===== src/rtl/rdgate_pkg.sv =====
package rdgate_pkg;
   typedef enum logic [1:0] {
      BU_IDLE,
      BU_ISSUE,
      BU_COLLECT
   } burst_st_t;

   typedef enum logic [1:0] {
      SW_IDLE,
      SW_LAUNCH,
      SW_WAIT,
      SW_DONE
   } sweep_st_t;
endpackage


===== src/rtl/rdgate_burst.sv =====
module rdgate_burst
   import rdgate_pkg::*;
#(
   parameter int BURST_LEN = 8,
   parameter int MIN_HITS  = 6,
   parameter int DQ_W      = 8
) (
   input  logic            clk,
   input  logic            rst_n,
   input  logic            go,
   input  logic            obs_valid,
   input  logic [DQ_W-1:0] obs_bits,
   output logic            rd_cmd,
   output logic            bdone,
   output logic            found
);
   localparam int GAPS      = BURST_LEN - 1;
   localparam int ISSUE_CYC = 2 * BURST_LEN - 1;
   localparam int IW        = $clog2(ISSUE_CYC + 1);
   localparam int GW        = $clog2(GAPS + 1);

   generate
      if (BURST_LEN < 2) begin : g_bad_len
         $error("burst needs at least two reads");
      end
      if (MIN_HITS < 1 || MIN_HITS > GAPS) begin : g_bad_hits
         $error("pass threshold out of range");
      end
   endgenerate

   burst_st_t      st;
   logic [IW-1:0]  icnt;
   logic [GW-1:0]  gcnt;
   logic [GW-1:0]  hcnt;
   logic           rd_q, done_q, found_q;
   logic           gap_seen;

   // any single bit is enough: deskew has not happened yet
   assign gap_seen = |obs_bits;

   always_ff @(posedge clk or negedge rst_n) begin
      if (!rst_n) begin
         st      <= BU_IDLE;
         icnt    <= '0;
         gcnt    <= '0;
         hcnt    <= '0;
         rd_q    <= 1'b0;
         done_q  <= 1'b0;
         found_q <= 1'b0;
      end else begin
         rd_q   <= 1'b0;
         done_q <= 1'b0;
         if (st != BU_IDLE && obs_valid && gcnt != GW'(GAPS)) begin
            gcnt <= gcnt + 1'b1;
            if (gap_seen) hcnt <= hcnt + 1'b1;
         end
         case (st)
            BU_IDLE: begin
               if (go) begin
                  st   <= BU_ISSUE;
                  icnt <= IW'(1);
                  gcnt <= '0;
                  hcnt <= '0;
                  rd_q <= 1'b1;
               end
            end
            BU_ISSUE: begin
               if (icnt == IW'(ISSUE_CYC)) begin
                  st <= BU_COLLECT;
               end else begin
                  rd_q <= ~icnt[0];
                  icnt <= icnt + 1'b1;
               end
            end
            BU_COLLECT: begin
               if (gcnt == GW'(GAPS)) begin
                  done_q  <= 1'b1;
                  found_q <= (hcnt >= GW'(MIN_HITS));
                  st      <= BU_IDLE;
               end
            end
            default: st <= BU_IDLE;
         endcase
      end
   end

   assign rd_cmd = rd_q;
   assign bdone  = done_q;
   assign found  = found_q;

   AST_RD_SPACED: assert property (@(posedge clk) disable iff (!rst_n)
      rd_cmd |=> !rd_cmd);
   AST_RD_REFILL: assert property (@(posedge clk) disable iff (!rst_n)
      (st == BU_ISSUE && !rd_cmd && icnt != IW'(ISSUE_CYC)) |=> rd_cmd);
endmodule


===== src/rtl/rdgate_sweep.sv =====
module rdgate_sweep
   import rdgate_pkg::*;
#(
   parameter int NUM_GRP     = 4,
   parameter int FINE_W      = 5,
   parameter int CRS_W       = 4,
   parameter int FINE_MARGIN = 2,
   localparam int GRP_W      = (NUM_GRP > 1) ? $clog2(NUM_GRP) : 1
) (
   input  logic              clk,
   input  logic              rst_n,
   input  logic              start,
   input  logic              bdone,
   input  logic              found,
   output logic              go,
   output logic              busy,
   output logic              done,
   output logic [GRP_W-1:0]  grp,
   output logic [CRS_W-1:0]  crs,
   output logic [FINE_W-1:0] fine,
   output logic              wr_en,
   output logic [FINE_W-1:0] wr_fine,
   output logic [CRS_W-1:0]  wr_crs,
   output logic              wr_fail
);
   localparam logic [FINE_W-1:0] FMAX = '1;
   localparam logic [CRS_W-1:0]  CMAX = '1;
   localparam logic [GRP_W-1:0]  GLAST = GRP_W'(NUM_GRP - 1);

   generate
      if (FINE_MARGIN < 0 || FINE_MARGIN >= (1 << FINE_W)) begin : g_bad_margin
         $error("fine margin out of range");
      end
      if (NUM_GRP < 1) begin : g_bad_grp
         $error("need at least one group");
      end
   endgenerate

   sweep_st_t       st;
   logic            exhausted;
   logic [FINE_W:0] fine_sum;

   assign exhausted = !found && fine == FMAX && crs == CMAX;
   assign fine_sum  = {1'b0, fine} + (FINE_W + 1)'(FINE_MARGIN);

   assign go    = (st == SW_LAUNCH);
   assign busy  = (st == SW_LAUNCH) || (st == SW_WAIT);
   assign done  = (st == SW_DONE);
   assign wr_en = (st == SW_WAIT) && bdone && (found || exhausted);
   assign wr_fail = !found;
   assign wr_crs  = crs;
   assign wr_fine = !found ? '0 : (fine_sum[FINE_W] ? FMAX : fine_sum[FINE_W-1:0]);

   always_ff @(posedge clk or negedge rst_n) begin
      if (!rst_n) begin
         st   <= SW_IDLE;
         grp  <= '0;
         crs  <= '0;
         fine <= '0;
      end else begin
         case (st)
            SW_IDLE, SW_DONE: begin
               if (start) begin
                  st   <= SW_LAUNCH;
                  grp  <= '0;
                  crs  <= '0;
                  fine <= '0;
               end
            end
            SW_LAUNCH: st <= SW_WAIT;
            SW_WAIT: begin
               if (bdone) begin
                  if (found || exhausted) begin
                     crs  <= '0;
                     fine <= '0;
                     if (grp == GLAST) begin
                        st <= SW_DONE;
                     end else begin
                        grp <= grp + 1'b1;
                        st  <= SW_LAUNCH;
                     end
                  end else if (fine == FMAX) begin
                     crs  <= crs + 1'b1;
                     fine <= '0;
                     st   <= SW_LAUNCH;
                  end else begin
                     fine <= fine + 1'b1;
                     st   <= SW_LAUNCH;
                  end
               end
            end
            default: st <= SW_IDLE;
         endcase
      end
   end

   AST_FINE_STEP: assert property (@(posedge clk) disable iff (!rst_n)
      (st == SW_WAIT && bdone && !found && fine != FMAX)
      |=> (fine == FINE_W'($past(fine) + 1'b1) && crs == $past(crs) && grp == $past(grp)));
   AST_COARSE_STEP: assert property (@(posedge clk) disable iff (!rst_n)
      (st == SW_WAIT && bdone && !found && fine == FMAX && crs != CMAX)
      |=> (fine == '0 && crs == CRS_W'($past(crs) + 1'b1)));
   AST_HOLD_IN_BURST: assert property (@(posedge clk) disable iff (!rst_n)
      (st == SW_WAIT && !bdone) |=> ($stable(grp) && $stable(crs) && $stable(fine)));
   AST_START_IGNORED: assert property (@(posedge clk) disable iff (!rst_n)
      (st == SW_WAIT && start && !bdone) |=> st == SW_WAIT);
   AST_BUSY_DONE_EXCL: assert property (@(posedge clk) disable iff (!rst_n)
      !(busy && done));
endmodule


===== src/rtl/rdgate_results.sv =====
module rdgate_results #(
   parameter int NUM_GRP = 4,
   parameter int FINE_W  = 5,
   parameter int CRS_W   = 4,
   localparam int GRP_W  = (NUM_GRP > 1) ? $clog2(NUM_GRP) : 1
) (
   input  logic              clk,
   input  logic              rst_n,
   input  logic              wr_en,
   input  logic [GRP_W-1:0]  wr_grp,
   input  logic [FINE_W-1:0] wr_fine,
   input  logic [CRS_W-1:0]  wr_crs,
   input  logic              wr_fail,
   input  logic [GRP_W-1:0]  rd_sel,
   output logic [FINE_W-1:0] rd_fine,
   output logic [CRS_W-1:0]  rd_crs,
   output logic              rd_fail
);
   logic [FINE_W-1:0] fine_r [NUM_GRP];
   logic [CRS_W-1:0]  crs_r  [NUM_GRP];
   logic              fail_r [NUM_GRP];

   generate
      for (genvar g = 0; g < NUM_GRP; g++) begin : g_slot
         always_ff @(posedge clk or negedge rst_n) begin
            if (!rst_n) begin
               fine_r[g] <= '0;
               crs_r[g]  <= '0;
               fail_r[g] <= 1'b0;
            end else if (wr_en && wr_grp == GRP_W'(g)) begin
               fine_r[g] <= wr_fine;
               crs_r[g]  <= wr_crs;
               fail_r[g] <= wr_fail;
            end
         end
      end
   endgenerate

   always_comb begin
      rd_fine = '0;
      rd_crs  = '0;
      rd_fail = 1'b0;
      for (int g = 0; g < NUM_GRP; g++) begin
         if (rd_sel == GRP_W'(g)) begin
            rd_fine = fine_r[g];
            rd_crs  = crs_r[g];
            rd_fail = fail_r[g];
         end
      end
   end

   AST_FAIL_AT_TOP: assert property (@(posedge clk) disable iff (!rst_n)
      (wr_en && wr_fail) |-> wr_crs == '1);
endmodule


===== src/rtl/rdgate_cal.sv =====
module rdgate_cal #(
   parameter int NUM_GRP     = 4,
   parameter int DQ_W        = 8,
   parameter int FINE_W      = 5,
   parameter int CRS_W       = 4,
   parameter int BURST_LEN   = 8,
   parameter int MIN_HITS    = 6,
   parameter int FINE_MARGIN = 2,
   localparam int GRP_W      = (NUM_GRP > 1) ? $clog2(NUM_GRP) : 1
) (
   input  logic              clk,
   input  logic              rst_n,
   input  logic              cal_start,
   output logic              cal_busy,
   output logic              cal_done,
   output logic              rd_cmd,
   output logic [GRP_W-1:0]  set_grp,
   output logic [CRS_W-1:0]  set_coarse,
   output logic [FINE_W-1:0] set_fine,
   input  logic              obs_valid,
   input  logic [DQ_W-1:0]   obs_bits,
   input  logic [GRP_W-1:0]  res_sel,
   output logic [FINE_W-1:0] res_fine,
   output logic [CRS_W-1:0]  res_coarse,
   output logic              res_fail
);
   logic              go, bdone, found, wr_en, wr_fail;
   logic [FINE_W-1:0] wr_fine;
   logic [CRS_W-1:0]  wr_crs;

   rdgate_burst #(
      .BURST_LEN (BURST_LEN),
      .MIN_HITS  (MIN_HITS),
      .DQ_W      (DQ_W)
   ) u_burst (
      .clk       (clk),
      .rst_n     (rst_n),
      .go        (go),
      .obs_valid (obs_valid),
      .obs_bits  (obs_bits),
      .rd_cmd    (rd_cmd),
      .bdone     (bdone),
      .found     (found)
   );

   rdgate_sweep #(
      .NUM_GRP     (NUM_GRP),
      .FINE_W      (FINE_W),
      .CRS_W       (CRS_W),
      .FINE_MARGIN (FINE_MARGIN)
   ) u_sweep (
      .clk     (clk),
      .rst_n   (rst_n),
      .start   (cal_start),
      .bdone   (bdone),
      .found   (found),
      .go      (go),
      .busy    (cal_busy),
      .done    (cal_done),
      .grp     (set_grp),
      .crs     (set_coarse),
      .fine    (set_fine),
      .wr_en   (wr_en),
      .wr_fine (wr_fine),
      .wr_crs  (wr_crs),
      .wr_fail (wr_fail)
   );

   rdgate_results #(
      .NUM_GRP (NUM_GRP),
      .FINE_W  (FINE_W),
      .CRS_W   (CRS_W)
   ) u_res (
      .clk     (clk),
      .rst_n   (rst_n),
      .wr_en   (wr_en),
      .wr_grp  (set_grp),
      .wr_fine (wr_fine),
      .wr_crs  (wr_crs),
      .wr_fail (wr_fail),
      .rd_sel  (res_sel),
      .rd_fine (res_fine),
      .rd_crs  (res_coarse),
      .rd_fail (res_fail)
   );

   AST_RD_WHEN_BUSY: assert property (@(posedge clk) disable iff (!rst_n)
      rd_cmd |-> cal_busy);
endmodule


===== config.mk =====
export PLATFORM = sky130hd
export DESIGN_NAME = rdgate_cal
export DESIGN_NICKNAME = d
export VERILOG_FILES = /design/src/rtl/rdgate_pkg.sv /design/src/rtl/rdgate_burst.sv /design/src/rtl/rdgate_sweep.sv /design/src/rtl/rdgate_results.sv /design/src/rtl/rdgate_cal.sv
export SDC_FILE = /design/constraint.sdc
export NUM_CORES = 1
export LEC_CHECK = 0
export BUFFER_PORTS_ARGS = -buffer_cell sky130_fd_sc_hd__buf_4
export CAP_MARGIN = 20
export CORE_AREA = 2 2 86 104
export DETAILED_ROUTE_END_ITERATION = 10
export DIE_AREA = 0 0 88 106
export HOLD_SLACK_MARGIN = 0.1
export MAX_ROUTING_LAYER = met4
export PLACE_DENSITY = 0.65
export SLEW_MARGIN = 20
export SYNTH_ARGS = -nofsm -noshare
export SYNTH_HDL_FRONTEND = slang
export SYNTH_HIERARCHICAL = 1
export SYNTH_SLANG_ARGS = --single-unit

===== constraint.sdc =====
create_clock -name clk -period 6 [get_ports clk]
set_input_delay 0.6 -clock clk [delete_from_list [all_inputs] [get_ports clk]]
set_output_delay 0.6 -clock clk [all_outputs]
set_load 0.03 [all_outputs]

==> impl_results.md, run 1 <==
- R2R cell count: 7
- Initial antenna violation count: 0
- Switch share: 35.2%
- Num CTS Buffers: 9
- Area leader, netlist: dfrtp_1
- Worst skew pair latency: 0.35 ns
- CP max FO: 10
- Syn_area_per_cell: 13.0 um^2
- First-pass GRT wire length: 11100 um
- Total die area: 9330 um^2
- Setup Total Neg Slack: 0 ns
- FILL cells: 762
- Final HPWL DP: 4710 um
- Hold-fix buffers, CTS: 0
- Vias in the first global route: 2197
- Site Rows: 37
- Power per cell area: 315 nW/um^2
- Total power: 1.26 mW
- Combinational share of power: 28.1%
- Synthesized area: 3510 um^2
- Post-CTS Setup Inserts: 0
- Ys flop type: dfrtp_1
- I/O Pins: 38
- Clock group share of total power: 26.7%
- Final Setup Violations: 0
- Register area share after synthesis: 48.5%
- Number of synthesized flops with an enable pin: 0
- Max Fclk: 336 MHz
- CTS tree: yes
- Via count of the routed design: 2225
- Initial drt markers: 54
- Worst hold-check path type: in2async
- Max Slew Vio Count: 0
- Cts repair resizes: 0
- Final non-filler cell total: 426
- First-pass DRT Iterations: 4
- Port-buffer cells: 37
- Final worst path period share: 49.7%
- Cells after synthesis: 270
- Crit end category: register
- CP required: 6.23 ns
- Multi-input gate area: 1650 um^2
- Setup crit start kind: register
- Final number of hold-violating endpoints: 0
- Vert. Die Dim: 106 um
- Worst-case clock buffer depth: 2
- Setup ws final: 3.02 ns
- Post-route ant nets: 0
- Via density: 5.22
- Max transition margin: 33.1%
- Max-cap violations: 0
- RSZ-0062 raised after global routing: no
- Top post-synthesis cells by area: dfrtp_1 (49%), mux2_4 (8.6%), mux2_2 (6.4%), mux4_2 (6.4%), ha_1 (5.0%)
- DP Cell Count: 410
- Routed len/inst: 15.6 um
- Number of register bits inferred by synthesis: 68
- Worst-path clk slew: 0.07 ns
- RD Place Congestion: 0.794
- Crit Path Category: reg2reg
- Core area: 8380 um^2
- Synth warn: 6
- Sequential Power Share: 45.2%
- N_diodes: 0
- Clk sinks: 68
- Final WL: 6660 um
- Status: complete, no violations
- Psw: 444 uW
- Pleak: 1.98 nW
- Register area: 1700 um^2
- Drt drc: 0
- Fin crit period: 2.98 ns
- Nets: 332
- Share of layout cells above drive strength 1: 37.5%
- Starting Density: 41.9%
- Setup Skew: 0.0118 ns
- Grt ovf: 0
- Area Growth Syn to Fin: 14.0%
- Slew @ Worst Pin: 0.999 ns
- Root buf cell: clkbuf_8
- Area share of the largest cell type after synthesis: 48.5%
- Yosys cell types: 50
- Ys async rst share: 100%
- Internal power: 815 uW
- Worst Path Arrival: 3.21 ns
- Total global-route track usage: 16.0%
- Die Wd: 88 um
- Setup WS pre-CTS: 3.03 ns
- Largest net degree at the start of global routing: 69
- VDD IR max: 0.254 mV
- Post-Synthesis Net Count: 298
- H-tree levels: 3
-- layout make-up --
cell class              count  share of cell area, %
clock inverters             6                   1.00
clock buffers              10                   3.44
flip-flops and latches     68                   42.6
repair buffers             37                   6.95
inverters                  11                   1.03
well taps                 117                   3.66
multi-input cells         177                   41.4
-- logic make-up (layout without fill, tap and decap cells) --
| kind of cell | Yosys count | after routing | share of synthesized area (%) |
|---|---|---|---|
| flops | 68 | 68 | 48.5 |
| simple gates | 68 | 68 | 10.9 |
| mux | 55 | 55 | 22.8 |
| compound gates | 38 | 38 | 7.88 |
| buf+inv | 25 | 64 | 4.35 |
| fa+ha+maj | 14 | 14 | 4.99 |
| xor+xnor | 2 | 2 | 0.499 |
-- cell usage in the layout, fill, tap and decap left out, types with 3 or more instances in the layout --
cell,count
dfrtp_1,68
buf_4,37
mux2_2,20
mux2_4,20
nand2_1,16
ha_1,14
o21ai_0,12
nor2_1,11
inv_1,11
clkbuf_8,10
nand3_1,10
mux4_2,10
mux2i_1,5
a21oi_1,5
clkinvlp_4,4
nand2b_1,4
nand3b_1,3
nor3_1,3
nand4_1,3
a31oi_1,3
and3_1,3
-- per-stage QoR --
step                      util [%]  hold WS (ns)  area, um^2
after global placement        45.6         0.459        3820
after global routing          47.7         0.437        4000
after detailed placement      45.6         0.464        3820
final                         47.7         0.364        4000
after CTS                     47.7         0.391        4000
after floorplan                  -         0.304        3510
-- state kept, by name, summed over array words and instances (netlist names) --
signal / flops
u_burst/bdone: 1
u_sweep/st: 2
u_sweep/crs: 4
u_burst/st: 2
u_res/fine_r: 20
u_burst/rd_cmd: 1
u_burst/icnt: 4
u_burst/hcnt: 3
u_burst/found: 1
u_burst/gcnt: 3
u_sweep/fine: 5
u_res/fail_r: 4
u_res/crs_r: 16
u_sweep/grp: 2
-- critical path, stage by stage, from the launching register on --
cell	delay [ns]
dfrtp_1	0.46
ha_1	0.23
and3_1	0.17
ha_1	0.27
a41o_1	0.25
and3_1	0.24
nor3b_2	0.83
mux2_2	0.41
-- synthesized netlist by cell type (all sizes together), types with 2 or more instances --
cell type and n:
o21a 2, nand2 16, a21oi 5, dfrtp 68
o21ai 12, and3 3, nand4 3, mux2 40
a22o 2, nor3 3, mux4 10, mux2i 5
or2 2, clkbuf 3, buf 11, a31oi 4
nor4 2, nand2b 4, o32ai 2, nand3 11
nor2 13, nand3b 3, inv 11, nor2b 3
ha 14, o211ai 2, or3 2
-- worst paths after layout --
path                                  from          endpoint  slack, ns
setup / recovery           u_sweep/fine[1]  u_res/fine_r[16]       3.02
hold / removal                       rst_n   u_res/crs_r[14]       0.36
setup reg to reg           u_sweep/fine[1]  u_res/fine_r[16]       3.02
hold reg to reg            u_burst/hcnt[2]   u_burst/hcnt[2]       0.47
max in group asynchronous            rst_n   u_sweep/fine[4]       5.10
min in group clk           u_burst/hcnt[2]   u_burst/hcnt[2]       0.47
-- per-layer routing --
metal  global-route usage (%)  up-vias  share of wire [%]
met5                        -        -                  0
li1                         -     1053                  -
met1                     19.6     1112                 44
met4                     5.71        0                1.7
met3                     4.43       10                4.0
met2                     25.2       50                 50
-- power groups by stage --
stage / logic (mW) / clock network, mW / registers, mW
2_1_floorplan: 0.267 / 0 / 0.575
3_3_place_gp: 0.352 / 0 / 0.573
3_5_place_dp: 0.361 / 0 / 0.576
4_1_cts: 0.361 / 0.349 / 0.568
5_1_grt: 0.400 / 0.372 / 0.580
6_report: 0.354 / 0.337 / 0.569
Note: power is estimated with default switching activity, not from simulation.
==> inputs of run 2 (changes only) <==
--- a/config.mk
+++ b/config.mk
@@ -12,7 +12,7 @@
 export DIE_AREA = 0 0 88 106
 export HOLD_SLACK_MARGIN = 0.1
 export MAX_ROUTING_LAYER = met4
-export PLACE_DENSITY = 0.65
+export PLACE_DENSITY = 0.67
 export SLEW_MARGIN = 20
 export SYNTH_ARGS = -nofsm -noshare
 export SYNTH_HDL_FRONTEND = slang
==> constraint.sdc (replaced) <==
create_clock -name clk -period 2.5 [get_ports clk]
set_input_delay 0.25 -clock clk [delete_from_list [all_inputs] [get_ports clk]]
set_output_delay 0.25 -clock clk [all_outputs]
set_load 0.03 [all_outputs]
==> impl_results.md, run 2 (synthesis results as in run 1) <==
- Busiest layer in global routing: met2 (unchanged)
- Biggest regs: u_res/fine_r (20), u_res/crs_r (16), u_sweep/fine (5) (unchanged)
- Share of layout cells above drive strength 1: 40.1% (was 37.5%)
- Vert. Die Dim: 106 um (unchanged)
- N_diodes: 0 (unchanged)
- Final number of hold-violating endpoints: 0 (unchanged)
- Final Setup Violations: 0 (unchanged)
- Die Wd: 88 um (unchanged)
- DP Cell Count: 426 (was 410)
- Initial antenna violation count: 0 (unchanged)
- Max transition margin: 44.1% (was 33.1%)
- M3 GR Usage: 2.87% (was 4.43%)
- Slowest CP cell: dfrtp_1 (was nor3b_2)
- Worst-path clk slew: 0.07 ns (about the same)
- Area after DPL: 3940 um^2 (was 3820 um^2)
- Vias in the first global route: 2381 (was 2197)
- First-pass GRT wire length: 11300 um (was 11100 um)
- Final HPWL DP: 4630 um (was 4710 um)
- Total global-route track usage: 16.0% (about the same)
- Drt drc: 0 (unchanged)
- Final non-filler cell total: 444 (was 426)
- Via count of the routed design: 2316 (was 2225)
- Grt ovf: 0 (unchanged)
- Initial drt markers: 116 (was 54)
- Num CTS Buffers: 9 (unchanged)
- R2R cell count: 8 (was 7)
- CP max FO: 10 (unchanged)
- Met2 Usage GRT: 25.6% (was 25.2%)
- Routed len/inst: 14.8 um (was 15.6 um)
- Grt met1 use: 19.9% (was 19.6%)
- CP peak stage delay: 0.38 ns (was 0.83 ns)
- Max Fclk: 444 MHz (was 336 MHz)
- Port-buffer cells: 37 (unchanged)
- Worst Path Arrival: 2.46 ns (was 3.21 ns)
- Pleak: 2.10 nW (was 1.98 nW)
- Post-route ant nets: 0 (unchanged)
- Max-cap violations: 0 (unchanged)
- Status: complete, no violations (unchanged)
- Register area: 1700 um^2 (unchanged)
- Max Slew Vio Count: 0 (unchanged)
- Core area: 8380 um^2 (unchanged)
- Root buf cell: clkbuf_8 (unchanged)
- Min-Delay Path Depth: 4
- Site Rows: 37 (unchanged)
- H-tree levels: 3 (unchanged)
- Worst skew pair latency: 0.33 ns (was 0.35 ns)
- Setup WS pre-CTS: -0.0672 ns (was 3.03 ns)
- Setup Skew: 0.00866 ns (was 0.0118 ns)
- Post-route cell area: 4170 um^2 (was 4000 um^2)
- Multi-input gate area: 1660 um^2 (was 1650 um^2)
- Largest net degree at the start of global routing: 69 (unchanged)
- Max FFs per register: 20 (unchanged)
- RSZ-0062 raised after global routing: no (unchanged)
- Setup ws final: 0.248 ns (was 3.02 ns)
- CTS tree: yes (unchanged)
- Via density: 5.22 (about the same)
- FILL cells: 763 (was 762)
- Worst hold-check path type: in2reg (was in2async)
- I/O Pins: 38 (unchanged)
- Power per cell area: 750 nW/um^2 (was 315 nW/um^2)
- Area Growth Syn to Fin: 18.9% (was 14.0%)
- Final WL: 6570 um (was 6660 um)
- Nets: 350 (was 332)
- Total die area: 9330 um^2 (unchanged)
- Biggest register: u_res/fine_r (unchanged)
- Starting Density: 41.9% (unchanged)
- Crit end category: register (unchanged)
- Clk sinks: 68 (unchanged)
- CP required: 2.71 ns (was 6.23 ns)
- RD Place Congestion: 0.775 (was 0.794)
- Most frequent cells in the layout: dfrtp_1 (68), buf_4 (53), mux2_2 (20), mux2_4 (20), nand2_1 (16) (was dfrtp_1 (68), buf_4 (37), mux2_2 (20), mux2_4 (20), nand2_1 (16))
- Worst path cell trace: ha_1 -> and3_1 -> ha_1 -> a41o_1 -> and3_1 -> nand3b_1 -> buf_4 -> mux2_4 (was ha_1 -> and3_1 -> ha_1 -> a41o_1 -> and3_1 -> nor3b_2 -> mux2_2)
- Final worst path period share: 90.1% (was 49.7%)
- First-pass DRT Iterations: 4 (unchanged)
- Slew @ Worst Pin: 0.838 ns (was 0.999 ns)
- VDD IR max: 0.597 mV (was 0.254 mV)
- Setup crit start kind: register (unchanged)
- Most common cell after layout, fill and taps aside: dfrtp_1 (unchanged)
- Util after Layout: 49.8% (was 47.7%)
- Crit Path Category: reg2reg (unchanged)
- Fin crit period: 2.25 ns (was 2.98 ns)
- Worst-case clock buffer depth: 2 (unchanged)
run 2: path summary, 6_finish.rpt:
kind                                 start              end  slack, ns
setup reg to reg           u_sweep/fine[0]  u_res/fine_r[5]       0.25
hold reg to reg            u_burst/hcnt[2]  u_burst/hcnt[2]       0.48
hold / removal                   cal_start    u_sweep/st[0]       0.33
setup / recovery           u_sweep/fine[0]  u_res/fine_r[5]       0.25
max in group asynchronous            rst_n  u_res/fine_r[2]       1.39
min in group asynchronous            rst_n   u_res/crs_r[8]       0.56
run 2: cell type report:
cell class	instances	area share [%]
clock buffers	12	3.48
repair buffers	55	10.3
inverters	11	0.990
clock inverters	4	1.17
multi-input cells	177	39.8
well taps	117	3.51
flip-flops and latches	68	40.8
run 2: power breakdown:
part           internal [mW]  switching, mW  leakage, nW
Clock                  0.487          0.391        0.100
Sequential              1.23          0.123        0.922
Combinational          0.380          0.520         1.07
Total                   2.09           1.03         2.10
run 2: repair_timing:
item | 4_1_cts | 5_1_grt
buffers inserted | 0 | 1
resized for setup | 1 | 0
hold buffers | 1 | 0
endpoints found under the hold margin | 68 | 0
setup endpoints to repair | 10 | 6
run 2: per-layer routing:
metal	vias up	wire length, um
li1	1089	-
met1	1170	2970
met2	48	3270
met3	9	239
met4	0	93
met5	-	0
run 2: critical path: cells and delay by family, from the launching register on:
| kind | cells | cell delay (ns) |
|---|---|---|
| multiplexers | 1 | 0.32 |
| adder cells (fa/ha/maj) | 2 | 0.42 |
| flip-flops | 1 | 0.38 |
| AND/OR/NAND/NOR | 3 | 0.51 |
| buffers and inverters | 1 | 0.24 |
| AO/OA/AOI/OAI | 1 | 0.25 |
run 2: metrics by stage:
step / hold slack [ns] / setup TNS [ns] / total power [mW]
5_1_grt: 0.362 / 0 / 3.36
2_1_floorplan: -0.0456 / 0 / 2.02
6_report: 0.335 / 0 / 3.13
3_5_place_dp: 0.413 / -0.586 / 2.28
3_3_place_gp: 0.415 / -0.338 / 2.26
4_1_cts: 0.323 / 0 / 3.17
